--- config.mk ---
export PLATFORM = sky130hd
export DESIGN_NAME = can_bit_timer
export DESIGN_NICKNAME = d
export VERILOG_FILES = /design/src/rtl/can_bit_timer.sv
export SDC_FILE = /design/constraint.sdc
export NUM_CORES = 1
export LEC_CHECK = 0
export CAP_MARGIN = 20
export CORE_MARGIN = 4
export CORE_UTILIZATION = 35
export DETAILED_ROUTE_END_ITERATION = 8
export GPL_ROUTABILITY_DRIVEN = 0
export GPL_TIMING_DRIVEN = 0
export PLACE_DENSITY = 0.6
export SYNTH_ARGS = -nofsm -noshare
export SYNTH_HDL_FRONTEND = slang
export SYNTH_SLANG_ARGS = --single-unit
--- constraint.sdc ---
create_clock -name clk -period 22.8 [get_ports clk]
set_input_delay 5.7 -clock clk [delete_from_list [all_inputs] [get_ports clk]]
set_output_delay 5.7 -clock clk [all_outputs]
set_load 0.01 [all_outputs]
--- src/rtl/can_bit_timer.sv ---
module can_bit_timer #(
  parameter logic [14:0] RESET_CFG = 15'h2301,
  parameter int          IDLE_BITS = 11
) (
  input  logic        clk,
  input  logic        rst_n,
  input  logic        cfg_wr,
  input  logic [31:0] cfg_wdata,
  output logic [31:0] cfg_rdata,
  input  logic        init_en,
  input  logic        cfg_chg_en,
  input  logic        rx,
  output logic        sample_pulse,
  output logic        bit_end
);
  localparam int IW = $clog2(IDLE_BITS + 1);
  localparam logic [IW-1:0] IDLE_LAST = IW'(IDLE_BITS - 1);

  logic [14:0] cfg;
  logic [5:0]  pcnt;
  logic [4:0]  q, ext, shr;
  logic        resynced, idle, rx_q;
  logic [IW-1:0] rec_cnt;
  logic        unused_hi;

  wire [5:0] brp = cfg[5:0];
  wire [1:0] sjw = cfg[7:6];
  wire [3:0] t1  = cfg[11:8];
  wire [2:0] t2  = cfg[14:12];

  assign cfg_rdata = {17'd0, cfg};
  assign unused_hi = ^cfg_wdata[31:15];

  always_ff @(posedge clk or negedge rst_n)
    if (!rst_n) cfg <= RESET_CFG;
    else if (cfg_wr && init_en && cfg_chg_en) cfg <= cfg_wdata[14:0];

  always_ff @(posedge clk or negedge rst_n)
    if (!rst_n) rx_q <= 1'b1;
    else        rx_q <= rx;

  wire       tick      = (pcnt == brp);
  wire       edge_seen = rx_q & ~rx;
  wire       hard      = !init_en && idle && edge_seen;
  wire       rs_ok     = !init_en && !idle && !resynced && edge_seen && (q != 5'd0);
  wire [4:0] jw        = {3'd0, sjw} + 5'd1;
  wire [4:0] s_nom     = {1'b0, t1} + 5'd1;
  wire [4:0] spt       = s_nom + ext;
  wire       in_pre    = (q <= spt);
  wire [4:0] l_cur     = spt + {2'd0, t2} + 5'd1 - shr;
  wire [4:0] early     = l_cur - q;

  wire [4:0] ext_n = (rs_ok && in_pre)  ? ((q < jw) ? q : jw)         : ext;
  wire [4:0] shr_n = (rs_ok && !in_pre) ? ((early < jw) ? early : jw) : shr;
  wire [4:0] spt_n = s_nom + ext_n;
  wire [4:0] end_n = spt_n + {2'd0, t2} + 5'd1 - shr_n;

  assign sample_pulse = !init_en && !hard && tick && (q == spt_n);
  assign bit_end      = !init_en && !hard && tick && (q == end_n);

  always_ff @(posedge clk or negedge rst_n) begin
    if (!rst_n) begin
      pcnt <= '0; q <= '0; ext <= '0; shr <= '0;
      resynced <= 1'b0; idle <= 1'b1; rec_cnt <= '0;
    end else if (init_en || hard) begin
      pcnt <= '0; q <= '0; ext <= '0; shr <= '0;
      resynced <= 1'b0; idle <= init_en; rec_cnt <= '0;
    end else begin
      ext <= ext_n;
      shr <= shr_n;
      if (rs_ok) resynced <= 1'b1;
      pcnt <= tick ? 6'd0 : pcnt + 6'd1;
      if (tick) begin
        if (bit_end) begin
          q <= '0; ext <= '0; shr <= '0; resynced <= 1'b0;
        end else begin
          q <= q + 5'd1;
        end
      end
      if (sample_pulse) begin
        if (!rx)                        rec_cnt <= '0;
        else if (rec_cnt == IDLE_LAST)  idle <= 1'b1;
        else                            rec_cnt <= rec_cnt + 1'b1;
      end
    end
  end
endmodule

==> results.toml <==
[run_status]
status = "completed"

[worst_setup_path]
crit_slowest_cell = "or4_1"
path_class = "input pin to primary output"
cp_max_fo = 10
cp.required_ns = 17.10
cp_cell_sequence = "clkdlybuf4s50_1 -> nor2b_1 -> and3_4 -> nand2_1 -> mux2_2 -> ha_1 -> fa_1 -> xnor2_1 -> fa_1 -> inv_1 -> ha_1 -> xnor2_1 -> xnor2_1 -> or4_1 -> nor4_4 -> buf_6 -> clkdlybuf4s50_1"
end_kind = "primary output"
cp_slowest_stage_delay_ns = 0.60
critPathTopFamily = "simple AND/OR/NAND/NOR gates"
crit_buf_inv = 4
start_kind = "input pin"
r2r_slack_ns = 15.55
cp_common_cell = "xnor2_1"
worstPathArrival_ns = 11.16

[sta]
setup_viol = 0
clock_skew_ns = 0.00666
hold_ws_ns = 0.530
fin_crit_ns = 16.86
worst_pin_slew_ns = 0.719
fmax_mhz = 59.3
rsz0062_at_grt = "false"
slew_headroom = 0.521
setup_tns_ns = 0
timing.final.crit_share = 0.739
slew_violations = 0
hold_viol = 0

[layout]
utilization = 0.437
antenna_cells = 0
nNetsFinal = 502
layout-drive-gt1-share = 0.180
stdcell_count = 550
layout-area-overhead-vs-synth_pct = 19.7

[synthesis]
synth_edf_count = 0
yosysSeqAreaShare = 0.300
synth_cells = 355
ys_ff_latch = 43
synthFlopType = "dfrtp_1"
ys_top_cells_by_count = "dfrtp_1, ha_1, inv_1"
ys_warn_count = 0
async_flop_share = 1.00
yosys.cell_types.count = 54
yosysMostFrequentCell = "dfrtp_1"
yosys-top-cells-area = "dfrtp_1, ha_1, fa_1, mux2_2, xnor2_1"
syn_area_per_cell_um2 = 10.2
synth_area_um2 = 3620
yosysTopAreaCell = "dfrtp_1"
synthDominantCellAreaShare = 0.256

[clock_tree]
clk_path_buf_depth = 2
post-cts-setup-buffer-count = 0
numCtsBuffers = 5
post_cts_resized = 0
cts_max_level = 2
clock_sink_count = 43
cts_tree = "built"
cts.clk_slew.worst_paths_ns = 0.08
ctsHoldBuffers = 0
clkLatencyLatePin_ns = 0.29
root_buffer = "clkbuf_8"

[floorplan]
rows = 36
die_w_um = 110
core_area_um2 = 9910
design.die.area_um2 = 12000
die_h_um = 110
io_pins = 72
start_util = 0.365

[drt]
vias = 2620
drc = 0
detail_route.vias_per_cell = 4.76
ant_nets = 0
wirelength_um = 7930
dr.pass1.iters = 4
first_iter_violations = 67
wire_per_inst_um = 14.4

[grt]
antenna_found_initial = 0
grt.total_usage = 0.144
grt_max_degree = 37
first_global_vias = 2844
grt_pass1_wl_um = 13700
grt_overflow_total = 0

[flow_run]
cap_violations = 0

[hold_path]
hp-class = "flip-flop to flip-flop"

[placement]
io_buffers = 37
placed_cells = 542
dp_hpwl_um = 6440

[power_and_ir_drop]
peakVddDrop_v = 0.0000388
totalPowerFinal_uw = 301
leakage_uw = 0.00199
power-per-cell-area_nw_per_um2 = 69.6
==> final cells by class <==
class	instances	area, um2
fillers	976	5580
multi-input cells	267	2280
flip-flops and latches	43	1080
repair buffers	38	385
plain buffers	25	181
well taps	133	166
inverters	36	135
clock buffers	8	100
==> final timing paths <==
| kind | to | from | cells past startpoint |
|---|---|---|---|
| worst max-delay path | bit_end | rx | 17 |
| worst min-delay path | pcnt[0] | pcnt[0] | 1 |
| worst max register to register | ext[2] | cfg[8] | 23 |
| min in group asynchronous | rec_cnt[3] | rst_n | 1 |
| worst min register to register | pcnt[0] | pcnt[0] | 1 |
| max in group asynchronous | cfg[13] | rst_n | 2 |
==> worst reg2reg max path: stages (launching register included) <==
cell      delay, ns
dfstp_2        0.58
ha_1           0.32
fa_1           0.46
a21o_1         0.19
a21oi_1        0.18
xnor2_1        0.20
ha_1           0.32
o211ai_1       0.10
a21oi_1        0.09
o21ai_0        0.58
nand2_1        0.33
mux2_2         0.35
ha_1           0.21
fa_1           0.40
xnor2_1        0.35
fa_1           0.49
inv_1          0.08
ha_1           0.26
xnor2_1        0.20
xnor2_1        0.08
or4_1          0.60
nor4_4         0.43
buf_6          0.24
nor3b_2        0.06
==> logic make-up after synthesis <==
group / after synthesis / share of synthesized area
AND/OR/NAND/NOR: 88 / 0.138
buffers and inverters: 61 / 0.0875
AO/OA/AOI/OAI: 54 / 0.121
adder cells (fa/ha/maj): 48 / 0.191
flip-flops: 43 / 0.300
XOR/XNOR: 39 / 0.0983
multiplexers: 21 / 0.0637
other: 1 / 0.00104
==> report_power, final <==
part	internal (uW)	switching, uW	leakage (uW)	total [uW]
logic	75.3	81.0	0.00139	156
registers	83.6	7.33	0.000554	90.9
clock network	27.7	26.2	0.0000515	53.9
==> layout by cell type, fill, tap and decap left out, types with 2 or more instances in the layout <==
cell type        netlist  routed
o21ai_0                6       6
xnor2_1               20      20
nor2b_1                4       4
nand2b_1               4       4
xor2_1                18      18
buf_6                  3       3
clkbuf_1               4       5
nor3b_2                2       2
ha_1                  36      36
o211ai_2               2       2
and2_1                 2       2
fa_1                  12      12
a211oi_4               2       2
mux2_2                16      16
o21a_1                 2       2
a21oi_1               15      15
dfrtp_1               37      37
nor2_1                19      19
nand3_1               12      12
buf_4                 17      17
o22ai_1                4       4
mux2i_1                5       5
conb_1                 1      17
a21o_1                11      11
buf_2                  1       2
nor3_1                 4       4
inv_1                 35      35
nor3_2                 4       4
nand2_1               23      23
nor3b_1                2       2
clkdlybuf4s50_1        0      36
a211oi_2               3       3
clkbuf_8               0       7
o211ai_1               2       2
dfstp_2                6       6
==> metrics by stage <==
stage                     setup slack (ns)  cell area [um2]
after global placement                5.93             4210
after detailed placement              5.90             4230
after CTS                             5.90             4330
after global routing                  5.61             4330
after floorplan                       7.55             3680
final                                 5.94             4330
==> sequential cells by signal, summed over array words and instances, names as in the netlist <==
register,count
pcnt,6
cfg,15
rx_q,1
ext,5
rec_cnt,4
shr,5
q,5
idle,1
resynced,1
==> routing by layer <==
metal | track usage | vias up | part of all wire
met2 | 0.254 | 52 | 0.51
met4 | 0.0454 | 0 | 0.020
met1 | 0.181 | 1262 | 0.43
met5 | 0 | - | 0
met3 | 0.0206 | 15 | 0.039
li1 | - | 1291 | -
Power figures use the tool's default switching activity.
